==> config.mk <==
export PLATFORM = sky130hd
export DESIGN_NAME = ctl_sequencer
export DESIGN_NICKNAME = d
export VERILOG_FILES = /design/src/rtl/ctl_seq_pkg.sv /design/src/rtl/ctl_resume_sync.sv /design/src/rtl/ctl_tick_counter.sv /design/src/rtl/ctl_decode_plane.sv /design/src/rtl/ctl_sequencer.sv
export SDC_FILE = /design/constraint.sdc
export NUM_CORES = 1
export LEC_CHECK = 0
export CORE_UTILIZATION = 47
export CTS_BUF_LIST = sky130_fd_sc_hd__clkbuf_4
export DETAILED_ROUTE_END_ITERATION = 8
export HOLD_SLACK_MARGIN = 0.15
export PLACE_DENSITY = 0.95
export SLEW_MARGIN = 0
export SYNTH_ARGS = -nofsm -noshare
export SYNTH_HDL_FRONTEND = slang
export SYNTH_SLANG_ARGS = --single-unit
==> constraint.sdc <==
create_clock -name clk -period 4.3 [get_ports clk]
set_input_delay 1.29 -clock clk [delete_from_list [all_inputs] [get_ports clk]]
set_output_delay 1.29 -clock clk [all_outputs]
set_load 0.02 [all_outputs]
==> src/rtl/ctl_seq_pkg.sv <==
package ctl_seq_pkg;

    localparam int OPC_W   = 4;
    localparam int NUM_LD  = 5;
    localparam int NUM_SRC = 6;
    localparam int ALU_W   = 3;
    localparam int CY_W    = 2;

    // load strobe bit positions
    localparam int LD_IR  = 0;
    localparam int LD_B   = 1;
    localparam int LD_PC  = 2;
    localparam int LD_ACC = 3;
    localparam int LD_MEM = 4;

    // bus source bit positions
    localparam int SRC_MEM = 0;
    localparam int SRC_INC = 1;
    localparam int SRC_TMP = 2;
    localparam int SRC_B   = 3;
    localparam int SRC_ACC = 4;
    localparam int SRC_ALU = 5;

    localparam int ALU_BASE = 9;

    typedef enum logic [3:0] {
        TK_F1   = 4'd0,
        TK_F2   = 4'd1,
        TK_F3   = 4'd2,
        TK_F4   = 4'd3,
        TK_F5   = 4'd4,
        TK_F6   = 4'd5,
        TK_E1   = 4'd6,
        TK_E2   = 4'd7,
        TK_HALT = 4'd8
    } tick_e;

    typedef enum logic [OPC_W-1:0] {
        OP_LDC = 4'd0,
        OP_LDM = 4'd1,
        OP_STM = 4'd2,
        OP_JMP = 4'd3,
        OP_JZ  = 4'd4,
        OP_JN  = 4'd5,
        OP_JC  = 4'd6,
        OP_SEC = 4'd7,
        OP_CLC = 4'd8,
        OP_ADC = 4'd9,
        OP_SBC = 4'd10,
        OP_AND = 4'd11,
        OP_OR  = 4'd12,
        OP_XOR = 4'd13,
        OP_SHR = 4'd14,
        OP_HLT = 4'd15
    } opcode_e;

    typedef enum logic [CY_W-1:0] {
        CY_ALU  = 2'd0,
        CY_ONE  = 2'd1,
        CY_ZERO = 2'd2
    } cy_src_e;

    typedef struct packed {
        logic [NUM_LD-1:0]  ld;
        logic [NUM_SRC-1:0] src;
        logic               addr_b;
        logic [ALU_W-1:0]   alu_fn;
        logic               tmp_term;
        logic               cy_term;
        cy_src_e            cy_src;
        logic               two_step;
        logic               halt_req;
    } ctl_word_t;

endpackage

==> src/rtl/ctl_resume_sync.sv <==
module ctl_resume_sync #(
    parameter int STAGES = 2
) (
    input  logic clk,
    input  logic rst_n,
    input  logic btn_i,
    output logic pulse_o
);

    localparam int CHAIN_W = (STAGES < 2) ? 2 : STAGES;

    typedef struct packed {
        logic [CHAIN_W-1:0] chain;
        logic               prev;
    } sync_t;

    sync_t sync_d, sync_q;

    always_comb begin
        sync_d       = sync_q;
        sync_d.chain = {sync_q.chain[CHAIN_W-2:0], btn_i};
        sync_d.prev  = sync_q.chain[CHAIN_W-1];
    end

    always_ff @(posedge clk or negedge rst_n) begin
        if (!rst_n) sync_q <= '0;
        else        sync_q <= sync_d;
    end

    // one-tick pulse on the synchronized rising edge
    assign pulse_o = sync_q.chain[CHAIN_W-1] & ~sync_q.prev;

endmodule

==> src/rtl/ctl_tick_counter.sv <==
module ctl_tick_counter
    import ctl_seq_pkg::*;
(
    input  logic  clk,
    input  logic  rst_n,
    input  logic  two_step_i,
    input  logic  halt_req_i,
    input  logic  resume_i,
    output tick_e tick_o
);

    typedef struct packed {
        tick_e tick;
    } cnt_t;

    cnt_t cnt_d, cnt_q;

    always_comb begin
        cnt_d = cnt_q;
        unique case (cnt_q.tick)
            TK_F1, TK_F2, TK_F3, TK_F4, TK_F5:
                cnt_d.tick = tick_e'(cnt_q.tick + 4'd1);
            TK_F6:
                cnt_d.tick = TK_E1;
            TK_E1: begin
                if (halt_req_i)      cnt_d.tick = TK_HALT;
                else if (two_step_i) cnt_d.tick = TK_E2;
                else                 cnt_d.tick = TK_F1;
            end
            TK_E2:
                cnt_d.tick = TK_F1;
            TK_HALT:
                cnt_d.tick = resume_i ? TK_F1 : TK_HALT;
            default:
                cnt_d.tick = TK_F1;
        endcase
    end

    always_ff @(posedge clk or negedge rst_n) begin
        if (!rst_n) cnt_q <= '{tick: TK_F1};
        else        cnt_q <= cnt_d;
    end

    assign tick_o = cnt_q.tick;

endmodule

==> src/rtl/ctl_decode_plane.sv <==
module ctl_decode_plane
    import ctl_seq_pkg::*;
(
    input  tick_e             tick_i,
    input  logic [OPC_W-1:0]  opcode_i,
    input  logic              flag_zero_i,
    input  logic              flag_neg_i,
    input  logic              flag_carry_i,
    output ctl_word_t         word_o
);

    opcode_e          op;
    logic [OPC_W-1:0] alu_idx;
    logic             jump_cond;

    assign op      = opcode_e'(opcode_i);
    assign alu_idx = opcode_i - OPC_W'(ALU_BASE);

    // flag term for the conditional jump group
    always_comb begin
        unique case (op)
            OP_JZ:   jump_cond = flag_zero_i;
            OP_JN:   jump_cond = flag_neg_i;
            OP_JC:   jump_cond = flag_carry_i;
            OP_JMP:  jump_cond = 1'b1;
            default: jump_cond = 1'b0;
        endcase
    end

    always_comb begin
        word_o        = '0;
        word_o.cy_src = CY_ALU;
        unique case (tick_i)
            TK_F1: begin
                word_o.src[SRC_MEM] = 1'b1;
                word_o.ld[LD_IR]    = 1'b1;
                word_o.tmp_term     = 1'b1;
            end
            TK_F4: begin
                word_o.src[SRC_MEM] = 1'b1;
                word_o.ld[LD_B]     = 1'b1;
                word_o.tmp_term     = 1'b1;
            end
            TK_F2, TK_F5: begin
                word_o.src[SRC_INC] = 1'b1;
                word_o.tmp_term     = 1'b1;
            end
            TK_F3, TK_F6: begin
                word_o.src[SRC_TMP] = 1'b1;
                word_o.ld[LD_PC]    = 1'b1;
            end
            TK_E1: begin
                unique case (op)
                    OP_LDC: begin
                        word_o.src[SRC_B]   = 1'b1;
                        word_o.ld[LD_ACC]   = 1'b1;
                        word_o.tmp_term     = 1'b1;
                    end
                    OP_LDM: begin
                        word_o.addr_b       = 1'b1;
                        word_o.src[SRC_MEM] = 1'b1;
                        word_o.ld[LD_ACC]   = 1'b1;
                        word_o.tmp_term     = 1'b1;
                    end
                    OP_STM: begin
                        word_o.addr_b       = 1'b1;
                        word_o.src[SRC_ACC] = 1'b1;
                        word_o.ld[LD_MEM]   = 1'b1;
                        word_o.tmp_term     = 1'b1;
                    end
                    OP_JMP, OP_JZ, OP_JN, OP_JC: begin
                        if (jump_cond) begin
                            word_o.src[SRC_B] = 1'b1;
                            word_o.ld[LD_PC]  = 1'b1;
                            word_o.tmp_term   = 1'b1;
                        end
                    end
                    OP_SEC: begin
                        word_o.cy_term = 1'b1;
                        word_o.cy_src  = CY_ONE;
                    end
                    OP_CLC: begin
                        word_o.cy_term = 1'b1;
                        word_o.cy_src  = CY_ZERO;
                    end
                    OP_ADC, OP_SBC, OP_SHR: begin
                        word_o.src[SRC_ALU] = 1'b1;
                        word_o.alu_fn       = alu_idx[ALU_W-1:0];
                        word_o.tmp_term     = 1'b1;
                        word_o.cy_term      = 1'b1;
                        word_o.two_step     = 1'b1;
                    end
                    OP_AND, OP_OR, OP_XOR: begin
                        word_o.src[SRC_ALU] = 1'b1;
                        word_o.alu_fn       = alu_idx[ALU_W-1:0];
                        word_o.tmp_term     = 1'b1;
                        word_o.two_step     = 1'b1;
                    end
                    OP_HLT: begin
                        word_o.halt_req = 1'b1;
                    end
                    default: ;
                endcase
            end
            TK_E2: begin
                word_o.src[SRC_TMP] = 1'b1;
                word_o.ld[LD_ACC]   = 1'b1;
            end
            default: ;
        endcase
    end

endmodule

==> src/rtl/ctl_sequencer.sv <==
module ctl_sequencer
    import ctl_seq_pkg::*;
#(
    parameter int SYNC_STAGES = 2
) (
    input  logic               clk,
    input  logic               rst_n,
    input  logic [3:0]         opcode_i,
    input  logic               flag_zero_i,
    input  logic               flag_neg_i,
    input  logic               flag_carry_i,
    input  logic               resume_btn_i,
    output logic [4:0]         ld_strobe_o,
    output logic [5:0]         src_sel_o,
    output logic               mem_addr_b_o,
    output logic [2:0]         alu_fn_o,
    output logic               tmp_ld_o,
    output logic               carry_ld_o,
    output logic [1:0]         carry_src_o,
    output logic               halted_o
);

    tick_e     tick;
    ctl_word_t word;
    logic      resume_pulse;

    ctl_resume_sync #(.STAGES(SYNC_STAGES)) i_sync (
        .clk     (clk),
        .rst_n   (rst_n),
        .btn_i   (resume_btn_i),
        .pulse_o (resume_pulse)
    );

    ctl_tick_counter i_counter (
        .clk        (clk),
        .rst_n      (rst_n),
        .two_step_i (word.two_step),
        .halt_req_i (word.halt_req),
        .resume_i   (resume_pulse),
        .tick_o     (tick)
    );

    ctl_decode_plane i_plane (
        .tick_i       (tick),
        .opcode_i     (opcode_i),
        .flag_zero_i  (flag_zero_i),
        .flag_neg_i   (flag_neg_i),
        .flag_carry_i (flag_carry_i),
        .word_o       (word)
    );

    assign ld_strobe_o  = word.ld;
    assign src_sel_o    = word.src;
    assign mem_addr_b_o = word.addr_b;
    assign alu_fn_o     = word.alu_fn;
    assign carry_src_o  = word.cy_src;
    assign halted_o     = (tick == TK_HALT);

    // half-tick strobes shaped by clock level
    assign tmp_ld_o   = word.tmp_term &  clk;
    assign carry_ld_o = word.cy_term  & ~clk;

endmodule

* Yosys cells after proc, flatten, opt, wreduce, memory -nomap -nowiden
Index checks and enable logic that the tools add are counted.
** Word-level totals
- Logic and storage cells :: 77
- Register bits :: 7
** Cells by class
- Reduce and logical (&&, ||, !) cells :: 14
- Eq/ne operators :: 23
- Bitwise gates (word level) :: 5
- Add/sub/neg operators :: 2
- Multiplexer cells :: 30
** Operators by type and width (count)
- $eq 4x4->1 const B :: 9
- $eq 4x3->1 const B :: 8
- $eq 4x2->1 const B :: 4
- $pmux 4 s4 :: 1
- $mux 1 :: 14
- $mux 4 :: 3
- $pmux 1 s2 :: 6
- $reduce_or 2->1 :: 5
- $reduce_or 5->1 :: 2
- $mux 3 :: 3
- $reduce_or 9->1 :: 1
- $eq 4x1->1 const B :: 2
- $logic_not 4->1 :: 2
- $reduce_or 4->1 :: 2
- $reduce_or 6->1 :: 1
- $mux 5 :: 1
- $add 4x1->4 const B :: 1
- $pmux 1 s4 :: 1
- $pmux 2 s2 :: 1
- $and 1x1->1 :: 3
- $reduce_or 3->1 :: 1
- $sub 3x1->3 const B :: 1
- $not 1->1 :: 2

* Longest topological paths before layout
Gate-level depths: netlist (run 1).
- Depth in word-level cells :: 7
- Mapped depth :: 6
- Depth with buffers taken out :: 6

* Cells and area by module
A second synthesis (run 1) with hierarchy kept.
** Second synthesis, totals
- Cell total of the unflattened synthesis :: 89
- Area total of the unflattened synthesis :: 798.3 um^2
** By module, submodules not included
- ctl_decode_plane :: sequential area each 0.0 um^2, cells each 57, times used 1, area an instance 421.7 um^2
- ctl_tick_counter :: sequential area each 100.1 um^2, cells each 25, times used 1, area an instance 260.2 um^2
- ctl_resume_sync :: sequential area each 75.1 um^2, cells each 4, times used 1, area an instance 88.8 um^2
- ctl_sequencer :: sequential area each 0.0 um^2, cells each 3, times used 1, area an instance 27.5 um^2

==> results of run 1 <==
## power by group through the flow
| stage | clock [mW] | sequential, mW | combinational [mW] |
|---|---|---|---|
| after floorplan | 0.0244 | 0.0958 | 0.225 |
| after global placement | 0.0421 | 0.110 | 0.333 |
| after detailed placement | 0.0421 | 0.113 | 0.346 |
| after CTS | 0.176 | 0.112 | 0.342 |
| after global routing | 0.190 | 0.116 | 0.370 |
| final | 0.178 | 0.113 | 0.343 |
## metrics by stage
stage | instances | setup slack, ns | instance area, um^2 | hold slack (ns) | total power, mW
finish | 150 | 0.01538 | 1220 | 0.3705 | 0.6345
global route | 150 | -0.0009093 | 1220 | 0.3777 | 0.6770
CTS | 150 | -0.1431 | 1205 | 0.3696 | 0.6294
detailed placement | 141 | -0.5433 | 1144 | 0.3515 | 0.5012
global placement | 141 | -0.4651 | 1144 | 0.3446 | 0.4850
floorplan | 86 | 0.3043 | 742.0 | 0.3312 | 0.3448
## state kept, by name, indices dropped and copies added, names as in the netlist
| name | count |
|---|---|
| i_counter.tick_o | 4 |
| i_sync.sync_q | 1 |
| i_sync.sync_d | 2 |
## routing by layer
layer	wire (um)	part of all wire	track usage	vias up
li1	-	-	-	405
met1	1052	0.40	0.3531	452
met2	1349	0.51	0.5500	61
met3	170	0.064	0.1261	15
met4	91	0.034	0.2000	0
met5	0	0	0	-
## layout make-up
type	instances	area [um^2]
fillers	64	162.7
flip-flops and latches	7	175.2
inverters	8	30.03
clock buffers	11	83.83
multi-input cells	66	536.8
well taps	15	18.77
repair buffers	43	375.4
## worst max path at each step
stage / slack, ns / cells past startpoint / from / to
6_report: 0.02 / 4 / clk / carry_ld_o
5_1_grt: -0.0009 / 6 / opcode_i[3] / src_sel_o[0]
4_1_cts: -0.14 / 8 / opcode_i[0] / tmp_ld_o
3_5_place_dp: -0.54 / 8 / opcode_i[1] / tmp_ld_o
3_3_place_gp: -0.47 / 8 / opcode_i[0] / tmp_ld_o
2_1_floorplan: 0.30 / 1 / clk / carry_ld_o
## kinds of logic (layout without fill, tap and decap cells)
logic type | count (synthesis) | in the layout | synth area share
AO/OA/AOI/OAI | 20 | 20 | 0.2209
XOR/XNOR | 2 | 2 | 0.02361
adder cells (fa/ha/maj) | 10 | 10 | 0.1686
buffers and inverters | 13 | 62 | 0.07755
flip-flops | 7 | 7 | 0.2361
multiplexers | 3 | 3 | 0.04721
AND/OR/NAND/NOR | 31 | 31 | 0.2260
## cell usage in the layout, fill, tap and decap left out, types with 2 or more instances in the layout
cell type        netlist  final
o21ai_0                2      2
clkbuf_2               0      3
buf_4                  2     18
o31ai_1                2      2
dlymetal6s2s_1         0      2
dfrtp_1                7      7
xnor2_1                2      2
a211oi_1               3      2
nor2_1                10     10
inv_1                  7      6
ha_1                  10      6
clkdlybuf4s15_1        0      5
o21bai_1               2      2
nand3_1                2      2
inv_2                  1      2
ha_2                   0      3
dlygate4sd2_1          0      3
and3b_1                2      2
clkbuf_4               0      9
mux2i_1                2      2
clkdlybuf4s50_1        0     12
o311ai_0               2      2
nor3_1                 4      4
and2_1                 2      2
nand2_1                4      4
## timing repair
action | 4_1_cts | 5_1_grt
setup endpoints to repair | 15 | 12
pin swaps | 2 | 3
resized for setup | 32 | 16
## worst max-delay path, delay by kind of cell
kind / cells / cell delay, ns
buffers and inverters: 3 / 0.60
AOI/OAI and AO/OA: 1 / 0.25
==> summary.md, run 1 <==
| Metric | Value |
|---|---|
| Final Max Tran Viols | 0 |
| Switch share | 0.4400 |
| Seq/Total Area, Yosys | 0.2361 |
| PD cells | ~520 nW/um^2 |
| Slew margin rel. | 0.7135 |
| Top FF cell, synth | dfrtp_1 |
| WL final | around 2700 um |
| Reg2Reg Setup Slack | approximately 2.5 ns |
| HPWL after DPL | 1774 um |
| Largest net degree at the start of global routing | 14 |
| Ports | 30 |
| Synth unique cells | 38 |
| Final setup viols | 0 |
| Synth Warn # | 0 |
| Drt via density | ~6.2 |
| Critical path arrival | between 2 and 3 ns |
| Hold Path Class | flip-flop to flip-flop |
| Die width | between 40 and 50 um |
| P_sw | about 0.28 mW |
| Reg2Reg Depth | 6 |
| Share of layout cells above drive strength 1 | 0.3111 |
| GR Util All Layers | 0.3318 |
| #FFs+latches synth | 7 |
| FF-to-FF End | i_counter.tick_o[2] |
| Max cap viols | 0 |
| Initial core utilization | 0.5367 |
| Post-detailed-route count of antenna-violating nets | 0 |
| Crit-path max cell delay | 0.35 ns |
| Cts hold-fix bufs | 0 |
| Post-CTS Setup Bufs | 0 |
| Synth Instances | 86 |
| Syn Std Cell Area | roughly 740 um^2 |
| Vias in the first global route | 949 |
| Ys async rst share | 1.000 |
| Hold path cells | 0 |
| HP Start | i_sync.sync_d[2] |
| Critical Path RT | about 3 ns |
| Post-synth top cells | 10 x ha_1, 10 x nor2_1, 7 x dfrtp_1, 7 x inv_1 |
| Top-area cell type share of the netlist area | 0.2361 |
| Die Area | between 1500 and 2000 um^2 |
| Synth area leaders | dfrtp_1 24%, ha_1 17%, nor2_1 5.1% |
| Vias | between 900 and 1000 |
| First-pass iteration count of the detailed router | 4 |
| Startpoint Class | clock port |
| Peak supply drop | ~0.33 mV |
| Status | completed |
| CP Capture Type | output pin |
| Die height | 41.73 um |
| Crit-path slowest cell | dlygate4sd1_1 |
| Seq pwr share | 0.178 |
| Iter 0 DRT Violations | 34 |
| Logic gate share of total power | 0.541 |
| Area of the core | ~1400 um^2 |
| Leakage power | about 0.62 nW |
| CP Class | clock port to output pin |
| Nets | 155 |
| Clk Latency, worst-skew pair | between 0.3 and 0.4 ns |
| First-pass GRT wire length | roughly 4200 um |
| Reg2reg start | i_counter.tick_o[0] |
| DRC viols | 0 |
| Antenna diode count | 0 |
| Top fanout value on the critical path | 2 |
| Most used cell, CP | clkbuf_4 |
| Internal Power | around 0.36 mW |
| Antenna violations before repair | 0 |
| Rows | 13 |
| Clock Pin Slew Worst Setup and Hold Paths | 0.06 ns |
| Setup TNS Final | 0 ns |
| Clock power frac | 0.281 |
| Largest area contributor in the netlist | dfrtp_1 |
| Fin Clk Skew | about 0.00039 ns |
| Hold path endpoint | i_sync.sync_d[0] |
| Hold Vio Cnt, Final | 0 |
| CTS tree | built |
| Slew @ Worst Pin | around 0.43 ns |
| Final RePlAce weighted congestion | between 0.8 and 0.9 |
| Worst-path cell chain | clkbuf_4, clkbuf_4, a211oi_1, dlygate4sd1_1 |
| EDFF count, synth | 0 |
| DR WL/cell | 17.75 um |
| Synth-to-layout area growth | 64.42% |
| Syn_nets | about 110 |
| Final core occ | 0.8824 |
| Avg Inst Size Synth | approximately 8.6 um^2 |
| # port buffers | 29 |
| Total gr overflow | 0 |
Power figures use the tool's default switching activity.
==> inputs of run 2 (changes only) <==
--- a/config.mk
+++ b/config.mk
@@ -10,6 +10,8 @@
 export DETAILED_ROUTE_END_ITERATION = 8
 export HOLD_SLACK_MARGIN = 0.15
 export PLACE_DENSITY = 0.95
+export RECOVER_POWER = 25
+export SKIP_CTS_REPAIR_TIMING = 1
 export SLEW_MARGIN = 0
 export SYNTH_ARGS = -nofsm -noshare
 export SYNTH_HDL_FRONTEND = slang
==> summary.md, run 2 (synthesized netlist as in run 1, its figures left out) <==
| Metric | Value |
|---|---|
| Status | completed (unchanged) |
| Top fanout value on the critical path | 3 (was 2) |
| Final period utilization | 0.9864 |
| First-pass iteration count of the detailed router | 5 (was 4) |
| Most common cell after layout, fill and taps aside | buf_4 (unchanged) |
| Fin Clk Skew | 0.002918 ns (was 0.0003912 ns) |
| Critical Path RT | 3.01 ns (about the same) |
| Fin worst setup slack | 0.05852 ns (was 0.01538 ns) |
| Startpoint Class | input port (was clock port) |
| Post-DP Area | 1144 um^2 (unchanged) |
| Drt via density | 6.607 (was 6.220) |
| Critical path arrival | 2.95 ns (was 2.99 ns) |
| CP Class | input port to output pin (was clock port to output pin) |
| Hold_ws | 0.3730 ns (was 0.3705 ns) |
| Final instance area | 1249 um^2 (was 1220 um^2) |
| CTS tree | built (unchanged) |
| Initial core utilization | 0.5367 (unchanged) |
| DRC viols | 0 (unchanged) |
| Setup TNS Final | 0 ns (unchanged) |
| # port buffers | 29 (unchanged) |
| Slew margin rel. | 0.7158 (was 0.7135) |
| Die Area | 1741 um^2 (unchanged) |
| Cells after DPL | 141 (unchanged) |
| Leakage power | 0.8201 nW (was 0.6190 nW) |
| Die width | 41.73 um (unchanged) |
| Share of layout cells above drive strength 1 | 0.2519 (was 0.3111) |
| Hold path cells | 0 (unchanged) |
| Setup Slack @ Placement | -0.5433 ns (unchanged) |
| Area of the core | 1383 um^2 (unchanged) |
| Final Max Tran Viols | 0 (unchanged) |
| HPWL after DPL | 1774 um (unchanged) |
| Final non-filler cell total | 150 (unchanged) |
| Final setup viols | 0 (unchanged) |
| Iter 0 DRT Violations | 42 (was 34) |
| Crit path from | opcode_i[1] (was clk) |
| Synth-to-layout area growth | 68.30% (was 64.42%) |
| Die height | 41.73 um (unchanged) |
| CP Capture Type | output pin (unchanged) |
| Max frequency | 235.8 MHz |
| Rows | 13 (unchanged) |
| Hold Path Class | flip-flop to flip-flop (unchanged) |
| Vias in the first global route | 923 (was 949) |
| DR WL/cell | 19.69 um (was 17.75 um) |
| Fillcell total | 58 (was 64) |
| FF-to-FF End | i_counter.tick_o[1] (was i_counter.tick_o[2]) |
| Total gr overflow | 0 (unchanged) |
| Hold Vio Cnt, Final | 0 (unchanged) |
| Antenna diode count | 0 (unchanged) |
| Ports | 30 (unchanged) |
| Final core occ | 0.9032 (was 0.8824) |
| Slew @ Worst Pin | 0.4263 ns (was 0.4297 ns) |
| Antenna violations before repair | 0 (unchanged) |
| Clk Latency, worst-skew pair | 0.36 ns (about the same) |
| Hold path endpoint | i_sync.sync_d[0] (unchanged) |
| Clock Pin Slew Worst Setup and Hold Paths | 0.06 ns (about the same) |
| Reg2Reg Depth | 6 (unchanged) |
| Max cap viols | 0 (unchanged) |
| WL final | 2953 um (was 2662 um) |
| Post-detailed-route count of antenna-violating nets | 0 (unchanged) |
| Nets | 155 (unchanged) |
| Reg2reg start | i_counter.tick_o[0] (unchanged) |
| Reg2Reg Setup Slack | 2.43 ns (was 2.53 ns) |
| Most frequent cells in the layout | 17 x buf_4, 15 x dlymetal6s2s_1, 10 x nor2_1, 10 x clkdlybuf4s50_1 (was 18 x buf_4, 12 x clkdlybuf4s50_1, 10 x nor2_1) |
| Largest net degree at the start of global routing | 14 (unchanged) |
| GR Util All Layers | 0.3174 (was 0.3318) |
| Min Tclk post-route | between 4 and 5 ns |
| HP Start | i_sync.sync_d[2] (unchanged) |
| Final Power | 0.6484 mW (was 0.6345 mW) |
| Peak supply drop | 0.3557 mV (was 0.3350 mV) |
| First-pass GRT wire length | 4015 um (was 4160 um) |
| Max FFs per register | 4 (unchanged) |
| Vias | 991 (was 933) |
| Final RePlAce weighted congestion | 0.8522 (unchanged) |
| PD cells | 519.3 nW/um^2 (was 520.1 nW/um^2) |
## run 2: power by group
| part | total (mW) | switching [mW] | internal, mW | leakage (nW) |
|---|---|---|---|---|
| sequential | 0.116 | 0.0331 | 0.0827 | 0.0864 |
| combinational | 0.358 | 0.194 | 0.164 | 0.664 |
| clock | 0.175 | 0.0670 | 0.108 | 0.0699 |
## run 2: worst max-delay path, cell delays in order
cell            delay (ns)
dlymetal6s2s_1        0.20
inv_1                 0.13
ha_1                  0.22
a222oi_1              0.36
a211oi_2              0.14
o41a_1                0.44
clkbuf_2              0.16
## run 2: cell type report
class                           count  area [um^2]  share of cell area
Clock buffer                       11        85.08             0.06814
Inverter                            8        30.03             0.02405
Multi-Input combinational cell     66        516.7              0.4138
Sequential cell                     7        175.2              0.1403
Tap cell                           15        18.77             0.01503
Timing Repair Buffer               43        422.9              0.3387
## run 2: layer usage
metal	track usage	vias to the layer above	wire, um
met2	0.4906	96	1352
met1	0.3612	454	1013
met5	0	-	0
met3	0.1217	37	324
met4	0.2065	0	263
li1	-	404	-
## run 2: worst max path at each step
stage,depth (start not counted),slack [ns],endpoint
final,7,0.06,tmp_ld_o
after global routing,7,-0.0005,tmp_ld_o
after detailed placement,8,-0.54,tmp_ld_o
after floorplan,1,0.30,carry_ld_o
after CTS,8,-0.60,tmp_ld_o
after global placement,8,-0.47,tmp_ld_o
==> inputs of run 3 (changes only) <==
--- a/config.mk
+++ b/config.mk
@@ -5,6 +5,7 @@
 export SDC_FILE = /design/constraint.sdc
 export NUM_CORES = 1
 export LEC_CHECK = 0
+export CAP_MARGIN = 15
 export CORE_UTILIZATION = 47
 export CTS_BUF_LIST = sky130_fd_sc_hd__clkbuf_4
 export DETAILED_ROUTE_END_ITERATION = 8
==> results of run 3 <==
Final layout, timing and power as in run 2 (identical DEF).
